### src/rtl/dma_regs_pkg.sv
package dma_regs_pkg;
  typedef enum logic [2:0] {
    ST_RST  = 3'b001,
    ST_STOP = 3'b010,
    ST_RUN  = 3'b100
  } run_state_e;

  // register word indices (byte offset / 4)
  localparam logic [5:0] IX_DPTR  = 6'h00;
  localparam logic [5:0] IX_SDESC = 6'h16;
  localparam logic [5:0] IX_SBUF  = 6'h17;
  localparam logic [5:0] IX_GRP   = 6'h18;
  localparam logic [5:0] IX_GDN   = 6'h1F;
  localparam logic [5:0] IX_CMD   = 6'h20;
  localparam logic [5:0] IX_CFG   = 6'h21;
  localparam logic [5:0] IX_STAT  = 6'h22;
  localparam logic [5:0] IX_MASK  = 6'h23;
  localparam logic [5:0] IX_ACK   = 6'h24;
  localparam logic [5:0] IX_RAW   = 6'h25;
  localparam logic [5:0] IX_MSKD  = 6'h26;
  localparam logic [5:0] IX_SCMD  = 6'h27;

  localparam logic [1:0] SIZE_WORD = 2'd2;
  localparam logic [9:0] SC_LOADD  = 10'h140;
  localparam int         SC_BURST  = 5;
  localparam int         SC_LOADC  = 9;
  localparam int         WIN_LSB   = 13;
endpackage

### src/rtl/dma_bus_decode.sv
module dma_bus_decode #(
  parameter int NUM_CH = 2,
  parameter int CH_W   = 1,
  parameter int ADDR_W = 14
) (
  input  logic              req_valid,
  input  logic              req_write,
  input  logic [ADDR_W-1:0] req_addr,
  input  logic [1:0]        req_size,
  output logic              acc_ok,
  output logic              acc_err,
  output logic              wr_go,
  output logic [CH_W-1:0]   ch_sel,
  output logic [5:0]        reg_idx
);
  import dma_regs_pkg::*;

  logic in_range;
  logic unused_addr;

  assign unused_addr = ^{req_addr[WIN_LSB-1:8], req_addr[1:0]};
  assign ch_sel      = req_addr[ADDR_W-1:WIN_LSB];
  assign reg_idx     = req_addr[7:2];
  assign in_range    = 32'(ch_sel) < NUM_CH;
  assign acc_err     = req_valid && (req_size != SIZE_WORD);
  assign acc_ok      = req_valid && (req_size == SIZE_WORD) && in_range;
  assign wr_go       = acc_ok && req_write;
endmodule

### src/rtl/dma_chan_regs.sv
module dma_chan_regs #(
  parameter int INTR_W = 4,
  parameter int SRC_W  = 2
) (
  input  logic              clk,
  input  logic              rst_n,
  input  logic              wr_en,
  input  logic [5:0]        idx,
  input  logic [31:0]       wdata,
  input  logic              client_present,
  input  logic              desc_eol,
  input  logic              eol_hit,
  input  logic [INTR_W-1:0] intr_set,
  input  logic              src_we,
  input  logic [SRC_W-1:0]  src_val,
  output logic [31:0]       rdata,
  output logic              irq,
  output logic              load_d_p,
  output logic              load_c_p,
  output logic              start_p,
  output logic              cont_p,
  output logic [2:0]        run_state,
  output logic              eol_flag
);
  import dma_regs_pkg::*;

  logic [31:0] dptr_q, sdesc_q, sbuf_q, grp_q, gdn_q, cmd_q, cfg_q;
  logic [9:0]  scmd_q;
  logic [INTR_W-1:0] mask_q, raw_q, raw_d, masked;
  logic [SRC_W-1:0]  src_q, src_d;
  run_state_e st_q, st_d;
  logic eol_q, eol_d;
  logic wr_cfg, wr_cmd, wr_scmd, wr_ack;
  logic want_ld, want_lc, do_start, do_cont;

  // next-state logic
  always_comb begin
    wr_cfg   = wr_en && (idx == IX_CFG);
    wr_cmd   = wr_en && (idx == IX_CMD);
    wr_scmd  = wr_en && (idx == IX_SCMD);
    wr_ack   = wr_en && (idx == IX_ACK);
    want_ld  = wr_scmd && |(wdata[9:0] & SC_LOADD);
    want_lc  = wr_scmd && wdata[SC_LOADC];
    do_start = want_ld && wdata[SC_BURST] && client_present;
    do_cont  = wr_cmd && cfg_q[0] && !cfg_q[1] && client_present &&
               (st_q == ST_RUN) && desc_eol;
    st_d = st_q;
    if (wr_cfg) begin
      if (wdata[1])  st_d = ST_STOP;
      if (!wdata[0]) st_d = ST_RST;
    end else if (do_start) begin
      st_d = ST_RUN;
    end
    if (do_start)     eol_d = 1'b0;
    else if (eol_hit) eol_d = 1'b1;
    else              eol_d = eol_q;
    raw_d = (raw_q & ~(wr_ack ? wdata[INTR_W-1:0] : '0)) | intr_set;
    src_d = src_we ? src_val : src_q;
  end

  // register process
  always_ff @(posedge clk or negedge rst_n) begin
    if (!rst_n) begin
      dptr_q <= '0; sdesc_q <= '0; sbuf_q <= '0; grp_q <= '0; gdn_q <= '0;
      cmd_q <= '0; cfg_q <= '0; scmd_q <= '0; mask_q <= '0; raw_q <= '0;
      src_q <= SRC_W'(1); st_q <= ST_RST; eol_q <= 1'b0;
      load_d_p <= 1'b0; load_c_p <= 1'b0; start_p <= 1'b0; cont_p <= 1'b0;
    end else begin
      if (wr_en && idx == IX_DPTR)  dptr_q  <= wdata;
      if (wr_en && idx == IX_SDESC) sdesc_q <= wdata;
      if (wr_en && idx == IX_SBUF)  sbuf_q  <= wdata;
      if (wr_en && idx == IX_GRP)   grp_q   <= wdata;
      if (wr_en && idx == IX_GDN)   gdn_q   <= wdata;
      if (wr_en && idx == IX_MASK)  mask_q  <= wdata[INTR_W-1:0];
      if (wr_cmd)  cmd_q  <= wdata;
      if (wr_cfg)  cfg_q  <= wdata;
      if (wr_scmd) scmd_q <= wdata[9:0];
      raw_q    <= raw_d;
      src_q    <= src_d;
      st_q     <= st_d;
      eol_q    <= eol_d;
      load_d_p <= want_ld;
      load_c_p <= want_lc;
      start_p  <= do_start;
      cont_p   <= do_cont;
    end
  end

  assign masked    = raw_q & mask_q;
  assign irq       = |masked;
  assign run_state = st_q;
  assign eol_flag  = eol_q;

  always_comb begin
    unique case (idx)
      IX_DPTR:  rdata = dptr_q;
      IX_SDESC: rdata = sdesc_q;
      IX_SBUF:  rdata = sbuf_q;
      IX_GRP:   rdata = grp_q;
      IX_GDN:   rdata = gdn_q;
      IX_CMD:   rdata = cmd_q;
      IX_CFG:   rdata = cfg_q;
      IX_STAT:  rdata = (32'(src_q) << 8) | (32'(eol_q) << 5) | 32'(st_q);
      IX_MASK:  rdata = 32'(mask_q);
      IX_RAW:   rdata = 32'(raw_q);
      IX_MSKD:  rdata = 32'(masked);
      IX_SCMD:  rdata = 32'(scmd_q);
      default:  rdata = '0;
    endcase
  end
endmodule

### src/rtl/dma_chan_ctrl.sv
module dma_chan_ctrl #(
  parameter int NUM_CH = 2,
  parameter int INTR_W = 4,
  parameter int SRC_W  = 2,
  localparam int CH_W   = (NUM_CH > 1) ? $clog2(NUM_CH) : 1,
  localparam int ADDR_W = 13 + CH_W
) (
  input  logic                     clk,
  input  logic                     rst_n,
  input  logic                     req_valid,
  input  logic                     req_write,
  input  logic [ADDR_W-1:0]        req_addr,
  input  logic [1:0]               req_size,
  input  logic [31:0]              req_wdata,
  output logic                     resp_valid,
  output logic                     resp_err,
  output logic [31:0]              resp_rdata,
  input  logic [NUM_CH-1:0]        client_present,
  input  logic [NUM_CH-1:0]        desc_eol,
  input  logic [NUM_CH-1:0]        eol_hit,
  input  logic [NUM_CH*INTR_W-1:0] intr_set,
  input  logic [NUM_CH-1:0]        src_we,
  input  logic [NUM_CH*SRC_W-1:0]  src_val,
  output logic [NUM_CH-1:0]        irq,
  output logic [NUM_CH-1:0]        load_d_o,
  output logic [NUM_CH-1:0]        load_c_o,
  output logic [NUM_CH-1:0]        start_o,
  output logic [NUM_CH-1:0]        cont_o
);
  logic [1:0] rst_sync;
  logic rst_int_n;
  logic acc_ok, acc_err, wr_go;
  logic [CH_W-1:0] ch_sel;
  logic [5:0] reg_idx;
  logic [31:0] ch_rdata [NUM_CH];
  logic [31:0] rdata_d;
  logic [NUM_CH*3-1:0] run_state_v;
  logic [NUM_CH-1:0] eol_v;

  // asynchronous assert, synchronous release
  always_ff @(posedge clk or negedge rst_n) begin
    if (!rst_n) rst_sync <= 2'b00;
    else        rst_sync <= {rst_sync[0], 1'b1};
  end
  assign rst_int_n = rst_sync[1];

  dma_bus_decode #(.NUM_CH(NUM_CH), .CH_W(CH_W), .ADDR_W(ADDR_W)) u_dec (
    .req_valid(req_valid), .req_write(req_write), .req_addr(req_addr),
    .req_size(req_size), .acc_ok(acc_ok), .acc_err(acc_err), .wr_go(wr_go),
    .ch_sel(ch_sel), .reg_idx(reg_idx)
  );

  for (genvar g = 0; g < NUM_CH; g++) begin : g_ch
    dma_chan_regs #(.INTR_W(INTR_W), .SRC_W(SRC_W)) u_regs (
      .clk(clk), .rst_n(rst_int_n),
      .wr_en(wr_go && (32'(ch_sel) == g)),
      .idx(reg_idx), .wdata(req_wdata),
      .client_present(client_present[g]), .desc_eol(desc_eol[g]),
      .eol_hit(eol_hit[g]), .intr_set(intr_set[g*INTR_W +: INTR_W]),
      .src_we(src_we[g]), .src_val(src_val[g*SRC_W +: SRC_W]),
      .rdata(ch_rdata[g]), .irq(irq[g]),
      .load_d_p(load_d_o[g]), .load_c_p(load_c_o[g]),
      .start_p(start_o[g]), .cont_p(cont_o[g]),
      .run_state(run_state_v[g*3 +: 3]), .eol_flag(eol_v[g])
    );
  end

  assign rdata_d = (acc_ok && !req_write) ? ch_rdata[ch_sel] : 32'd0;

  always_ff @(posedge clk or negedge rst_int_n) begin
    if (!rst_int_n) begin
      resp_valid <= 1'b0;
      resp_err   <= 1'b0;
      resp_rdata <= '0;
    end else begin
      resp_valid <= req_valid;
      resp_err   <= acc_err;
      resp_rdata <= rdata_d;
    end
  end
endmodule

### config.mk
export PLATFORM = sky130hd
export DESIGN_NAME = dma_chan_ctrl
export DESIGN_NICKNAME = d
export VERILOG_FILES = /design/src/rtl/dma_regs_pkg.sv /design/src/rtl/dma_bus_decode.sv /design/src/rtl/dma_chan_regs.sv /design/src/rtl/dma_chan_ctrl.sv
export SDC_FILE = /design/constraint.sdc
export NUM_CORES = 1
export LEC_CHECK = 0
export ABC_AREA = 1
export CORE_ASPECT_RATIO = 0.6
export CORE_MARGIN = 3
export CORE_UTILIZATION = 25
export CTS_BUF_LIST = sky130_fd_sc_hd__clkbuf_2 sky130_fd_sc_hd__clkbuf_4 sky130_fd_sc_hd__clkbuf_8
export DETAILED_ROUTE_END_ITERATION = 16
export DONT_BUFFER_PORTS = 1
export HOLD_SLACK_MARGIN = 0.08
export PLACE_DENSITY = 0.46
export SLEW_MARGIN = 20
export SYNTH_ARGS = -nofsm -noshare
export SYNTH_HDL_FRONTEND = slang
export SYNTH_HIERARCHICAL = 1
export SYNTH_SLANG_ARGS = --single-unit
### constraint.sdc
create_clock -name clk -period 16.9 [get_ports clk]
set_input_delay 0 -clock clk [delete_from_list [all_inputs] [get_ports clk]]
set_output_delay 0 -clock clk [all_outputs]
set_load 0.01 [all_outputs]
==> run metrics, run 1 <==
Min Hold Slack around 140 ps; Final nets 3128; unrepaired setup endpoints after global routing false; die height between 200 and 250 um; fin crit period approximately 4400 ps; largest stage delay on the critical path slightly above 1000 ps; Slew @ Worst Pin between 1000 and 1500 ps; Final Hold Viols 0; Mapped Cells just under 3k; Core ar. around 96000 um2; die width 409 um; Syn Nets approximately 3.0k; Rows just under 90; DRC Markers 0; clk_lat worst skew around 700 ps; Post-CTS Resized 0; fmax between 0.2 and 0.25 GHz; number of global-route vias before repair between 15k and 20k; headroom to the max-slew limit around a quarter; Worst EP required 17550 ps; drt first pass iters 6; wire per inst between 15 and 20 um; fin. max-slew vios 0; io pins about 120; Cell Pwr Density 91.9 nW/um2; final setup fails 0; Max Root-Sink Buffers 3; CTS sink count 540; H-tree depth 3; via count just under 20k; cell family with most CP delay buffers and inverters; largest net degree at the start of global routing ~170; worst vdd ir slightly above 0.05 mV; initial antenna violation count 7; Crit. End Element register; DRT iter0 DRCs roughly 1.8k; status finished, final reports clean; YS warnings 6; area post-placement approximately 25000 um2; #FFs+latches synth 540; count of cell types in the netlist 32; fin area 28300 um2; first-pass GRT wire length 123000 um; Hold Path Class input pin to register; Placed Cells incl. Taps roughly 4.2k; Num CTS Buffers between 80 and 90; CP cell instances dlygate4sd3_1 -> nand2_1 -> nor2_1 -> nand3_1 -> dlygate4sd3_1 -> nand2_1 -> dlygate4sd3_1 -> nor2_1 -> dlygate4sd3_1 -> nand3_1 -> dlygate4sd3_1 -> nand2_1 -> a21oi_1 -> dlygate4sd3_1; ys async rst share 100%; fin cells roughly 4.4k; skew final just over 40 ps; WL final 80300 um; Fillers between 10k and 15k; number of synthesized flops with an enable pin 0; Port-buffer cells 0; ANT nets after route 0; synth-to-layout area growth 16.3%; Clk pin slew, worst setup/hold paths ~80 ps; most used cell, CP dlygate4sd3_1; worst-path fanout max 10; die area approximately 100000 um2; Initial Util 25.3%; GPL Wtd Cong 0.804; final setup TNS 0 ps; worst-path cell with the longest stage delay dlygate4sd3_1; LEAKAGE ~0.014 uW; CTS tree built; Syn Area/Cell between 8 and 9 um2; share of cells above drive strength 1 under 10%; Final period util 26.3%; root buffer cell clkbuf_8; Cell Area, Synth around 24000 um2; DPL Wire Length 47700 um; Top FF cell, synth dfrtp_1; total track usage between 10% and 20%; Avg Vias per Cell roughly 4.5; grt ovf 0; sequential-to-total area share from yosys stat between 50% and 60%; crit path launch type input pin; Crit path arrival time around 5100 ps; MaxCap Viol Count 0; crit path kind input pin to register; Bufs and invs on worst path 6
## state kept, by name (all words and copies together), names as in the netlist, 4 cells and up
signal                 cells
g_ch.u_regs/scmd_q        20
g_ch.u_regs/sbuf_q        64
g_ch.u_regs/run_state      6
g_ch.u_regs/mask_q         8
g_ch.u_regs/sdesc_q       64
g_ch.u_regs/grp_q         64
g_ch.u_regs/gdn_q         64
g_ch.u_regs/cmd_q         64
g_ch.u_regs/raw_q          8
g_ch.u_regs/dptr_q        64
g_ch.u_regs/cfg_q         64
resp_rdata                32
g_ch.u_regs/src_q          4
## tightest hold or removal path, delay by kind of cell
family,cells,cell delay (ps)
buffers and inverters,1,640
AO/OA/AOI/OAI,1,60
AND/OR/NAND/NOR,1,70
## synth_stat cells, types with 4 or more instances
library cell  number  area share, %
a21oi_1           48           0.99
buf_2             69            1.4
buf_4             17           0.52
buf_6             24            1.1
clkbuf_1          36           0.55
dfrtp_1          536             55
dfstp_2            4           0.43
inv_1            196            3.0
inv_2             14           0.22
nand2_1         1126             17
nand2_2            5           0.13
nand2_4           11           0.51
nand3_1          129            2.6
nand3b_1           9           0.28
nand4_1            6           0.15
nor2_1           161            2.5
nor2_2             5           0.13
nor2_4            18           0.83
nor2_8             8           0.66
nor3_1             6           0.12
o21a_1            18           0.55
o21ai_0          290            6.0
o21ai_1          222            4.6
## what timing repair did
| action | 4_1_cts | 5_1_grt |
|---|---|---|
| setup buffers | 0 | 0 |
| hold buffers | 128 | 0 |
| endpoints found under the hold margin | 540 | 0 |
## placed cells by master (no fill, tap or decap), types with 10 or more instances in the layout
cell type	n
dlygate4sd3_1	127
inv_1	196
inv_2	14
nand3_1	129
a21oi_1	48
nor2_4	22
nand2_1	1121
nand2_2	10
nand2_4	11
dfrtp_1	535
o21ai_0	290
clkbuf_4	35
nor2_1	159
clkbuf_8	101
buf_4	21
o21a_1	18
o21ai_1	222
## path summary, 6_finish.rpt
check	start	to	slack [ps]	cells after the start
min in group asynchronous	rst_sync[1]$_DFF_PN0_	g_ch[0].u_regs/mask_q[0]$_DFFE_PN0P_	430	0
worst min register to register	rst_sync[0]$_DFF_PN0_	rst_sync[1]$_DFF_PN0_	350	0
worst max register to register	g_ch[1].u_regs/raw_q[3]$_DFF_PN0_	resp_rdata[3]$_DFF_PN0_	13040	13
worst max-delay path	req_addr[3]	resp_rdata[3]$_DFF_PN0_	12450	14
max in group asynchronous	rst_sync[1]$_DFF_PN0_	g_ch[0].u_regs/cmd_q[11]$_DFFE_PN0N_	14910	1
worst min-delay path	req_wdata[15]	g_ch[0].u_regs/gdn_q[15]$_DFFE_PN0P_	140	3
## logic make-up after synthesis
kind of cell | share of synthesized area (%)
compound gates | 12.1
other cells | 0.0154
mux | 0.0924
buf+inv | 6.92
simple gates | 25.4
flops | 55.5
## stage by stage
step	setup WS [ps]	util, %	total power (uW)
floorplan	741	-	1420
global placement	14390	26.3	1450
detailed placement	14390	26.3	1450
CTS	12590	29.4	2640
global route	12310	29.4	2720
finish	12450	29.4	2610
## final cells by class
| cell class | instances | area, um2 | share of cell area, % |
|---|---|---|---|
| multi-input cells | 2070 | 9200 | 32.5 |
| repair buffers | 151 | 1500 | 5.28 |
| inverters | 212 | 802 | 2.83 |
| flip-flops and latches | 540 | 13500 | 47.7 |
| diodes | 4 | 10.0 | 0.0353 |
| clock buffers | 136 | 1650 | 5.83 |
| clock inverters | 4 | 23.8 | 0.0839 |
| well taps | 1305 | 1630 | 5.76 |
## power breakdown
part | internal, uW | switching [uW]
Clock | 612 | 539
Sequential | 1310 | 13.1
Combinational | 32.8 | 94.6
Total | 1960 | 647
## routing by layer
layer	vias to the layer above	global-route usage, %	routed length (um)
met5	-	0	13
met4	2	3.26	1110
met3	95	3.13	5150
met2	512	22.3	32200
met1	9464	24.9	41900
li1	9613	-	-
Power figures use the tool's default switching activity.
==> run 2, diff against run 1 <==
clock period = 3.7 ns   (was 16.9 ns; I/O delays follow)
==> run 2 against run 1 <==
Effect of this change: sequential power grew to 4.6 times the previous value; combinational power rose to 4.7 times the previous value; cell count rose by 0.45%; first-iteration DRC count decreased by 0.34%; routed wire length is essentially flat; via count is 0.55% higher; sequential cell count did not move; utilization is 0.25 points higher; largest cell class unchanged.
==> run metrics, run 2 (synthesis gave the netlist of run 1 again) <==
status finished, final reports clean; skew final 21.6 ps (-19.4 ps); headroom to the max-slew limit 35.9% (+9.7 points); crit path kind input pin to register; grt ovf 0 (unchanged); most used cell, CP dlygate4sd3_1; Hold Path Class input pin to register; DPL Wire Length 50800 um (+6.5%); Num CTS Buffers 79 (-2.5%); share of cells above drive strength 1 8.55% (+0.78 points); largest stage delay on the critical path 880 ps (-150 ps); Final Util 29.7% (+0.25 points); Fillers 10.5k (-0.42%); Cell Pwr Density 417 nW/um2 (+350%); WL final 80300 um (about the same); via count 19.8k (+0.55%); total track usage 15.9% (about the same); die area 101000 um2 (unchanged); Core ar. 96300 um2 (unchanged); Min Hold Slack 149 ps (+12.4 ps); worst-path fanout max 8 (-2); initial antenna violation count 8 (+1); largest net degree at the start of global routing 110 (-36%); H-tree depth 3 (unchanged); Max Root-Sink Buffers 3 (unchanged); worst-path cell with the longest stage delay dlygate4sd3_1; clk_lat worst skew 690 ps (-20 ps); area post-placement 25600 um2 (+0.86%); io pins 116 (unchanged); fin crit period roughly 3500 ps; ANT nets after route 0 (unchanged); fin area 28600 um2 (+0.85%); drt first pass iters 5 (-1); LEAKAGE 0.0137 uW (+1.1%); wire per inst 18.1 um (-0.39%); DRC Markers 0 (unchanged); die height 248 um (unchanged); GPL Wtd Cong 0.805 (about the same); fin. max-slew vios 0 (unchanged); CTS tree built; fmax ~0.28 GHz; synth-to-layout area growth 17.3%; Worst EP required 4330 ps (-13220 ps); Slew @ Worst Pin 962 ps (-145 ps); commonest non-fill, non-tap cell in the layout nand2_1; Crit path arrival time 4150 ps (-950 ps); CTS sink count 540 (unchanged); Multi-input gate area 9210 um2 (+0.11%); DRT iter0 DRCs 1767 (-0.34%); CP cell instances dlygate4sd3_1 -> inv_2 -> nor2_4 -> dlygate4sd3_1 -> nand3b_1 -> nand2_1 -> nor2_1 -> dlygate4sd3_1 -> nand3_1 -> dlygate4sd3_1 -> nand2_1 -> a21oi_1 -> dlygate4sd3_1; crit path launch type input pin; die width 409 um (unchanged); unrepaired setup endpoints after global routing false; Final period util a little over nine tenths; root buffer cell clkbuf_8; Crit. End Element register; first-pass GRT wire length 123000 um (+0.35%); Avg Vias per Cell 4.46 (+0.10%); Final Hold Viols 0 (unchanged); MaxCap Viol Count 0 (unchanged); Final nets 3144 (+0.51%); most frequent cells in the layout 1121 x nand2_1, 535 x dfrtp_1, 290 x o21ai_0; Initial Util 25.3% (unchanged); register area 13500 um2 (unchanged); Port-buffer cells 0 (unchanged); number of global-route vias before repair 19.0k (+0.73%); Clk pin slew, worst setup/hold paths 60 ps (-20 ps); worst vdd ir 0.228 mV (+350%); final setup fails 0 (unchanged); Rows 88 (unchanged)
-- run 2: per-stage QoR --
stage / total power (uW) / TNS, ps / std cells / setup slack, ps
after global routing: 12400 / 0 / 4440 / 2.66
after detailed placement: 6640 / 0 / 4169 / 1440
after CTS: 12100 / 0 / 4436 / 32.9
after global placement: 6630 / 0 / 4169 / 1460
after floorplan: 6480 / -828530 / 2969 / -1550
final: 11900 / 0 / 4442 / 174
-- run 2: worst paths after layout --
check / slack (ps) / end / cells past startpoint / from
worst max-delay path: 170 / resp_rdata[2]$_DFF_PN0_ / 13 / req_addr[7]
worst min-delay path: 150 / g_ch[1].u_regs/gdn_q[15]$_DFFE_PN0P_ / 3 / req_wdata[15]
worst max register to register: 920 / resp_rdata[2]$_DFF_PN0_ / 10 / g_ch[1].u_regs/raw_q[2]$_DFF_PN0_
worst min register to register: 350 / rst_sync[1]$_DFF_PN0_ / 0 / rst_sync[0]$_DFF_PN0_
max in group asynchronous: 2250 / g_ch[1].u_regs/sdesc_q[0]$_DFFE_PN0P_ / 1 / rst_sync[1]$_DFF_PN0_
min in group asynchronous: 380 / g_ch[0].u_regs/dptr_q[8]$_DFFE_PN0P_ / 0 / rst_sync[1]$_DFF_PN0_
-- run 2: final cells by class --
cell class                 instances  area share (%)
timing repair buffer             169            5.98
sequential                       540            47.3
tap                             1305            5.71
clock inverter                     9           0.188
multi-input combinational       2070            32.2
antenna                            3          0.0263
clock buffer                     134            5.75
inverter                         212            2.81
-- run 2: worst max-delay path, delay by kind of cell --
family | cells | cell delay (ps)
AO/OA/AOI/OAI | 1 | 160
AND/OR/NAND/NOR | 6 | 540
buffers and inverters | 6 | 3440
-- run 2: routing by layer --
layer	vias up	global-route usage (%)	share of wire (%)
met1	9527	24.7	53
met3	100	3.51	5.9
met4	8	3.62	1.5
met5	-	0	0.061
met2	520	22.1	40
li1	9640	-	-
-- run 2: repair_timing --
item	CTS	global route
gates resized for setup	0	3
hold endpoints to repair	540	0
setup buffers	0	4
hold buffers	124	0
endpoints found under the setup margin	0	4
-- run 2: where the power goes --
group	leakage (uW)	total, uW	internal (uW)	switching [uW]
combinational	0.00563	603	161	442
clock	0.000909	5250	2790	2460
sequential	0.00718	6060	6000	57.5
